[src/rtl/isu_pkg.sv]
package isu_pkg;
  localparam int unsigned EVT_N   = 5;
  localparam int unsigned REG_W   = 16;
  localparam int unsigned B_DONE  = 0;
  localparam int unsigned B_ACKE  = 1;
  localparam int unsigned B_HSNK  = 2;
  localparam int unsigned B_ARBL  = 3;
  localparam int unsigned B_RSTD  = 4;

  typedef enum logic {
    SEL_STATUS = 1'b0,
    SEL_MASK   = 1'b1
  } reg_sel_e;
endpackage

[src/rtl/isu_status_bank.sv]
module isu_status_bank #(
  parameter int unsigned N = 5
) (
  input  logic         clk,
  input  logic         rst,
  input  logic [N-1:0] set_i,
  input  logic [N-1:0] clr_i,
  output logic [N-1:0] stat_o
);
  // one sticky flag per event; a set beats a clear in the same cycle
  for (genvar g = 0; g < N; g++) begin : g_bit
    always_ff @(posedge clk) begin
      if (rst)           stat_o[g] <= 1'b0;
      else if (set_i[g]) stat_o[g] <= 1'b1;
      else if (clr_i[g]) stat_o[g] <= 1'b0;
    end

    AST_EVT_SETS: assert property (@(posedge clk) disable iff (rst)
      set_i[g] |=> stat_o[g]);

    AST_W1C_CLEARS: assert property (@(posedge clk) disable iff (rst)
      (clr_i[g] && !set_i[g]) |=> !stat_o[g]);

    AST_STICKY: assert property (@(posedge clk) disable iff (rst)
      (!set_i[g] && !clr_i[g]) |=> $stable(stat_o[g]));
  end
endmodule

[src/rtl/isu_done_seq.sv]
module isu_done_seq (
  input  logic clk,
  input  logic rst,
  input  logic done_evt_i,
  input  logic err_evt_i,
  input  logic err_held_i,
  output logic done_set_o
);
  logic pend_q;
  logic blocked;

  always_comb begin
    blocked    = err_evt_i | err_held_i;
    done_set_o = (done_evt_i | pend_q) & ~blocked;
  end

  always_ff @(posedge clk) begin
    if (rst) pend_q <= 1'b0;
    else     pend_q <= (done_evt_i | pend_q) & blocked;
  end

  AST_DONE_HELD: assert property (@(posedge clk) disable iff (rst)
    (pend_q && err_held_i) |=> pend_q);

  AST_DONE_DEFER: assert property (@(posedge clk) disable iff (rst)
    (done_evt_i && err_evt_i) |-> !done_set_o);
endmodule

[src/rtl/isu_regport.sv]
module isu_regport #(
  parameter int unsigned DW = 16,
  parameter int unsigned N  = 5
) (
  input  logic          clk,
  input  logic          rst,
  input  logic          reg_sel,
  input  logic          reg_wr,
  input  logic [DW-1:0] reg_wdata,
  input  logic [N-1:0]  stat_i,
  output logic [N-1:0]  mask_o,
  output logic [N-1:0]  clr_o,
  output logic [DW-1:0] reg_rdata
);
  import isu_pkg::*;

  localparam int unsigned PAD_W = DW - N;

  logic wr_stat;
  logic wr_mask;
  logic unused_wdata_hi;

  assign unused_wdata_hi = ^reg_wdata[DW-1:N];

  always_comb begin
    wr_stat = reg_wr && (reg_sel_e'(reg_sel) == SEL_STATUS);
    wr_mask = reg_wr && (reg_sel_e'(reg_sel) == SEL_MASK);
    clr_o   = wr_stat ? reg_wdata[N-1:0] : '0;
  end

  always_ff @(posedge clk) begin
    if (rst)          mask_o <= '0;
    else if (wr_mask) mask_o <= reg_wdata[N-1:0];
  end

  always_ff @(posedge clk) begin
    if (rst)                                      reg_rdata <= '0;
    else if (reg_sel_e'(reg_sel) == SEL_MASK)     reg_rdata <= {{PAD_W{1'b0}}, mask_o};
    else                                          reg_rdata <= {{PAD_W{1'b0}}, stat_i};
  end

  AST_MASK_LOAD: assert property (@(posedge clk) disable iff (rst)
    wr_mask |=> (mask_o == $past(reg_wdata[N-1:0])));

  AST_MASK_HOLD: assert property (@(posedge clk) disable iff (rst)
    !wr_mask |=> $stable(mask_o));
endmodule

[src/rtl/i2c_irq_status.sv]
module i2c_irq_status #(
  parameter int unsigned DW = isu_pkg::REG_W,
  parameter int unsigned N  = isu_pkg::EVT_N
) (
  input  logic          clk,
  input  logic          rst,
  input  logic          evt_done,
  input  logic          evt_ack_err,
  input  logic          evt_hs_nack,
  input  logic          evt_arb_lost,
  input  logic          evt_restart,
  input  logic          reg_sel,
  input  logic          reg_wr,
  input  logic [DW-1:0] reg_wdata,
  output logic [DW-1:0] reg_rdata,
  output logic          irq
);
  import isu_pkg::*;

  logic [N-1:0] stat;
  logic [N-1:0] mask;
  logic [N-1:0] clr;
  logic [N-1:0] set_vec;
  logic         done_set;
  logic         err_evt;
  logic         err_held;

  always_comb begin
    err_evt  = evt_ack_err | evt_hs_nack;
    err_held = stat[B_ACKE] | stat[B_HSNK];
    set_vec          = '0;
    set_vec[B_DONE]  = done_set;
    set_vec[B_ACKE]  = evt_ack_err;
    set_vec[B_HSNK]  = evt_hs_nack;
    set_vec[B_ARBL]  = evt_arb_lost;
    set_vec[B_RSTD]  = evt_restart;
  end

  isu_done_seq u_seq (
    .clk        (clk),
    .rst        (rst),
    .done_evt_i (evt_done),
    .err_evt_i  (err_evt),
    .err_held_i (err_held),
    .done_set_o (done_set)
  );

  isu_status_bank #(.N(N)) u_bank (
    .clk    (clk),
    .rst    (rst),
    .set_i  (set_vec),
    .clr_i  (clr),
    .stat_o (stat)
  );

  isu_regport #(.DW(DW), .N(N)) u_port (
    .clk       (clk),
    .rst       (rst),
    .reg_sel   (reg_sel),
    .reg_wr    (reg_wr),
    .reg_wdata (reg_wdata),
    .stat_i    (stat),
    .mask_o    (mask),
    .clr_o     (clr),
    .reg_rdata (reg_rdata)
  );

  always_ff @(posedge clk) begin
    if (rst) irq <= 1'b0;
    else     irq <= |(stat & mask);
  end

  AST_IRQ_RAISE: assert property (@(posedge clk) disable iff (rst)
    (|(stat & mask)) |=> irq);

  AST_IRQ_QUIET: assert property (@(posedge clk) disable iff (rst)
    !(|(stat & mask)) |=> !irq);

  AST_DONE_AFTER_ERR: assert property (@(posedge clk) disable iff (rst)
    $rose(stat[B_DONE]) |-> !stat[B_ACKE] && !stat[B_HSNK]);
endmodule

[config.mk]
export PLATFORM = sky130hd
export DESIGN_NAME = i2c_irq_status
export DESIGN_NICKNAME = d
export VERILOG_FILES = /design/src/rtl/isu_pkg.sv /design/src/rtl/isu_status_bank.sv /design/src/rtl/isu_done_seq.sv /design/src/rtl/isu_regport.sv /design/src/rtl/i2c_irq_status.sv
export SDC_FILE = /design/constraint.sdc
export NUM_CORES = 1
export LEC_CHECK = 0
export ABC_CLOCK_PERIOD_IN_PS = 2400
export BUFFER_PORTS_ARGS = -buffer_cell sky130_fd_sc_hd__clkbuf_2
export CAP_MARGIN = 20
export CELL_PAD_IN_SITES_DETAIL_PLACEMENT = 0
export CELL_PAD_IN_SITES_GLOBAL_PLACEMENT = 1
export CORE_ASPECT_RATIO = 0.6
export CORE_MARGIN = 3
export CORE_UTILIZATION = 34
export CTS_BUF_LIST = sky130_fd_sc_hd__clkbuf_16
export DETAILED_ROUTE_END_ITERATION = 7
export PLACE_DENSITY_LB_ADDON = 0.1
export SLEW_MARGIN = 30
export SYNTH_ARGS = -nofsm -noshare
export SYNTH_HDL_FRONTEND = slang
export SYNTH_HIERARCHICAL = 1
export SYNTH_SLANG_ARGS = --single-unit
[constraint.sdc]
create_clock -name clk -period 2.4 [get_ports clk]
set_clock_uncertainty 0.1 [all_clocks]
set_input_delay 0.12 -clock clk [delete_from_list [all_inputs] [get_ports clk]]
set_output_delay 0.12 -clock clk [all_outputs]
set_load 0.05 [all_outputs]
==> results of run 1 <==
-- worst paths after layout --
check	from	end	cells after the start
max	evt_hs_nack	u_bank/stat_o[0]	6
min	reg_wdata[3]	u_port/mask_o[3]	3
max reg2reg	u_bank/stat_o[1]	u_bank/stat_o[0]	4
min reg2reg	u_bank/stat_o[4]	u_bank/stat_o[4]	2
-- power groups by stage --
stage	clock network (mW)	registers, mW	logic [mW]
after global placement	0	0.313	0.117
final	0.330	0.308	0.123
after detailed placement	0	0.313	0.118
after floorplan	0	0.327	0.0987
after global routing	0.355	0.309	0.132
after CTS	0.341	0.307	0.123
-- final cells by class --
type,count,area [µm²],share of cell area (%)
multi-input combinational,61,383,38.5
sequential,17,340,34.2
timing repair buffer,23,135,13.6
clock buffer,3,75.1,7.55
tap,30,37.5,3.77
inverter,5,18.8,1.89
clock inverter,1,5.00,0.503
-- cells in the final DEF (no fill, tap or decap), drive strengths merged --
| cell | count |
|---|---|
| a21bo | 5 |
| a21oi | 11 |
| a222oi | 1 |
| a22oi | 1 |
| and2 | 5 |
| clkbuf | 22 |
| clkinv | 1 |
| conb | 11 |
| dfxtp | 17 |
| dlygate4sd3 | 4 |
| inv | 5 |
| mux2i | 5 |
| nand2b | 5 |
| nand3 | 5 |
| nor2 | 7 |
| nor2b | 1 |
| nor3 | 2 |
| or2 | 2 |
-- cell families (layout without fill, tap and decap cells) --
| kind of cell | after synthesis | count (layout) | share of synthesized area [%] |
|---|---|---|---|
| simple gates | 27 | 27 | 18.0 |
| buf+inv | 20 | 32 | 17.7 |
| compound gates | 18 | 18 | 17.0 |
| flops | 17 | 17 | 40.8 |
| mux | 5 | 5 | 6.01 |
| other cells | 1 | 11 | 0.450 |
-- sequential cells by signal (all words and copies together), names as in the netlist --
register	flops
u_port/mask_o	5
u_port/reg_rdata	5
irq	1
u_bank/stat_o	5
u_seq/pend_q	1
-- what timing repair did --
action	4_1_cts	5_1_grt
resized for setup	0	0
endpoints found under the hold margin	4	0
hold buffers	4	0
-- per-layer routing --
layer	wire, µm	track usage, %	vias up
met4	17	3.44	0
met5	0	0	-
met1	747	12.8	278
met3	138	5.90	2
li1	-	-	312
met2	663	17.4	26
-- worst reg2reg max path, cell delays in order (launching register included) --
cell,delay (ns)
dfxtp_1,0.34
or2_1,0.25
nor3_1,0.19
inv_1,0.06
a21oi_1,0.12
-- metrics by stage --
stage | cells | hold slack [ns] | instance area (µm²) | utilization, % | setup slack (ns)
after CTS | 140 | 0.0247 | 995 | 44.3 | 1.08
after global placement | 132 | 0.237 | 875 | 39.0 | 1.23
after floorplan | 98 | 0.0891 | 871 | - | 1.38
after global routing | 140 | 0.0357 | 995 | 44.3 | 0.926
after detailed placement | 132 | 0.243 | 875 | 39.0 | 1.23
final | 140 | 0.0289 | 995 | 44.3 | 1.04
==> results_dict.tcl, run 1 <==
set metrics [dict create \
    reg2reg_slack_ns 1.27 \
    status "finished clean" \
    grt_usage_pct 10.9 \
    crit_type "in2reg" \
    tritoncts "done" \
    gp_congestion 0.733 \
    die_w_um 69.9 \
    hold_viol 0 \
    ys_top_cells_by_area "dfxtp_1, buf_4, a21bo_2" \
    numCtsBuffers 3 \
    coreArea_mm2 0.00224 \
    grt_pass1_vias 552 \
    synth_area_um2 833 \
    wl_per_cell_um 11.2 \
    cp_slowest_cell "dlygate4sd3_1" \
    htreeDepth 1 \
    vias_per_cell 4.41 \
    antenna_left 0 \
    synth_edf_count 0 \
    drv_cap 0 \
    hp-class "in2reg" \
    seq_area_frac_synth_pct 40.8 \
    die_area_mm2 0.00310 \
    area_delta_synth_final_pct 19.4 \
    ir_worst_vdd_v 0.000327 \
    synth_flop_cell "dfxtp_1" \
    p_comb_share_pct 16.2 \
    drive_gt1_share_pct 32.7 \
    diodes 0 \
    worstPathRequired_ns 2.47 \
    fin_setup_tns_ns 0 \
    synthCells 88 \
    yosys_warnings 6 \
    netlist_top_cells_count "dfxtp_1, buf_4, nor2_1" \
    critPathMaxFanout 2 \
    crit_family "buffers and inverters" \
    grt.overflow.total 0 \
    intPower_uw 557 \
    clk_pin_slew_ns 0.05 \
    critPathCaptureType "register" \
    synth_top_area_share_pct 40.8 \
    yosysMostFrequentCell "dfxtp_1" \
    cts_sinks 17 \
    worstPathCellList "dlygate4sd3_1 > clkbuf_2 > or2_2 > nor3_1 > inv_1 > a21oi_1" \
    start_kind "input port" \
    grt_max_degree 18 \
    p_switching_uw 204 \
    finalPower_uw 761 \
    synth_cell_types 22 \
    slew_viol_final 0 \
    fill_cells 227 \
    min_period_ns 1.36 \
    dp_hpwl_um 1140 \
    ys_seq_elements 17 \
    synthArstFlopShare_pct 0 \
    switching_share_pct 26.8 \
    crit_arrival_ns 1.42 \
    clk_path_buf_depth 2 \
    antenna_found_initial 0 \
    grt_pass1_wl_um 2550 \
    first_iter_violations 17 \
    synth_area_leader_cell "dfxtp_1" \
    wirelength_um 1570 \
    cp_slowest_stage_delay_ns 0.54 \
    vias 618 \
    start_util_pct 37.1 \
    ioPinCount 42 \
    cts_setup_buffers 0 \
    worstSkewPairLatency_ns 0.25 \
    p_leak_nw 0.456 \
    route.detailed.drc 0 \
    nets 136 \
    die_h_um 44.3 \
    rsz0062_at_grt "no" \
    path_buf_inv 3 \
    root_buffer "clkbuf_16" \
    p_clk_share_pct 43.4 \
    setup-violations-final 0 \
    max_freq_mhz 737 \
    numPortBuffers 19 \
    rows 13 \
    power.density_mw_per_mm2 765 \
    dr.pass1.iters 4 \
    min_period_over_period_pct 56.5 \
    seq_power_share_pct 40.4 \
    avgSynthCellArea_um2 9.47 \
]
Note: power is estimated with default switching activity, not from simulation.
==> inputs of run 2 (changes only) <==
Settings changed: ABC_CLOCK_PERIOD_IN_PS 2400 to 1200, CORE_UTILIZATION 34 to 28.
Clock period 2.4 ns to 1.2 ns, I/O delays scaled along.
==> run 2 against run 1 <==
  * Global-route usage fell by 1.3 points
  * Sequential power grew 99%
  * First-iteration DRC count grew 140%
  * Design area rose by 9.2%
  * Routed wire length increased by 10%
  * Largest cell class unchanged
  * Clock-buffer cell count stayed put
  * Critical endpoint unchanged
  * Highest routed layer is now met3
  * Largest power group unchanged
==> results_dict.tcl, run 2 (synthesis gave the netlist of run 1 again) <==
set metrics [dict create \
    crit_arrival_ns 1.17 \
    crit_type "reg2reg" \
    wl_met2_um 824 \
    status "finished clean" \
    wl_per_cell_um 10.8 \
    clk_pin_slew_ns 0.05 \
    drv_cap 0 \
    crit_family "simple AND/OR/NAND/NOR gates" \
    grt_usage_pct 9.62 \
    largest_registers "u_bank/stat_o: 5 flops, u_port/mask_o: 5 flops, u_port/reg_rdata: 5 flops" \
    gp_congestion 0.686 \
    vias_per_cell 4.12 \
    final_util_pct 40.8 \
    htreeDepth 1 \
    rows 14 \
    rsz0062_at_grt "no" \
    cp_slowest_cell "dfxtp_1" \
    dr.pass1.iters 5 \
    numPortBuffers 19 \
    register_area_um2 340 \
    power.density_mw_per_mm2 1420 \
    place_ws_ns 0.104 \
    grt.overflow.total 0 \
    ir_worst_vdd_v 0.000508 \
    worstPathRequired_ns 1.28 \
    max_freq_mhz 915 \
    root_buffer "clkbuf_16" \
    reg2reg_slack_ns 0.11 \
    hold_viol 0 \
    grt_pass1_vias 576 \
    grt_pass1_wl_um 2620 \
    slew_viol_final 0 \
    critPathMaxFanout 3 \
    start_util_pct 31.3 \
    drive_gt1_share_pct 32.8 \
    min_period_over_period_pct 91.1 \
    p_leak_nw 0.498 \
    dp_hpwl_um 1240 \
    tritoncts "done" \
    layout_setup_ws_ns 0.107 \
    grt_max_degree 18 \
    cts_setup_buffers 0 \
    mostFrequentLayoutCells "clkbuf_2, dfxtp_1, conb_1, dlygate4sd3_1, nor2_1" \
    die_area_mm2 0.00369 \
    fin_setup_tns_ns 0 \
    coreArea_mm2 0.00266 \
    met1_length_um 778 \
    worstSkewPairLatency_ns 0.25 \
    first_iter_violations 40 \
    antenna_left 0 \
    cp_slowest_stage_delay_ns 0.33 \
    worstPathCellList "or2_1 > nor3_1 > inv_1 > a21oi_1" \
    final_common_cell "clkbuf_2" \
    clk_path_buf_depth 2 \
    wirelength_um 1720 \
    multi_input_area_um2 383 \
    fill_cells 283 \
    critPathCaptureType "register" \
    setup-violations-final 0 \
    start_kind "register" \
    path_buf_inv 1 \
    hp-class "in2reg" \
    top_layer_used "met3" \
    min_period_ns 1.09 \
    die_h_um 48.3 \
    nets 145 \
    antenna_found_initial 0 \
    vias 655 \
    finalPower_mw 1.54 \
    route.detailed.drc 0 \
    area_delta_synth_final_pct 30.3 \
    met3WireLength_um 120 \
    die_w_um 76.4 \
    numCtsBuffers 3 \
    ctsResizeCount 0 \
    ioPinCount 42 \
    diodes 0 \
    cts_sinks 17 \
]
-- run 2: path summary, 6_finish.rpt --
check	startpoint	end	cells after the start
worst min-delay path	evt_done	u_seq/pend_q	3
worst max register to register	u_bank/stat_o[1]	u_bank/stat_o[0]	4
worst min register to register	u_bank/stat_o[4]	u_bank/stat_o[4]	2
worst max-delay path	u_bank/stat_o[1]	u_bank/stat_o[0]	4
-- run 2: layout make-up --
type / count / area share (%)
Clock buffer: 3 / 6.91
Inverter: 5 / 1.73
Tap cell: 40 / 4.61
Timing Repair Buffer: 32 / 19.8
Sequential cell: 17 / 31.3
Multi-Input combinational cell: 61 / 35.3
Clock inverter: 1 / 0.346
-- run 2: repair_timing --
action,CTS,global route
endpoints found under the hold margin,9,0
endpoints found under the setup margin,0,0
hold buffers,9,0
-- run 2: per-layer routing --
layer,GRT usage (%),vias to the layer above
met4,3.25,0
met5,0,-
met1,10.9,303
met2,16.9,20
li1,-,332
met3,4.43,0
-- run 2: power by group --
group	leakage [nW]	internal, mW	switching, mW	total, mW
logic	0.316	0.0916	0.179	0.271
clock network	0.0423	0.442	0.214	0.656
registers	0.140	0.597	0.0176	0.614
-- run 2: worst register-to-register path: stages (launching register included) --
cell     delay, ns
dfxtp_1       0.33
or2_1         0.25
nor3_1        0.19
inv_1         0.05
a21oi_1       0.11
-- run 2: per-stage QoR --
step / cells / cell area [µm²] / hold WS, ns
floorplan: 98 / 871 / 0.0291
finish: 159 / 1090 / 0.0160
detailed placement: 146 / 917 / 0.182
global route: 159 / 1090 / 0.0252
CTS: 159 / 1090 / 0.00854
global placement: 146 / 917 / 0.178
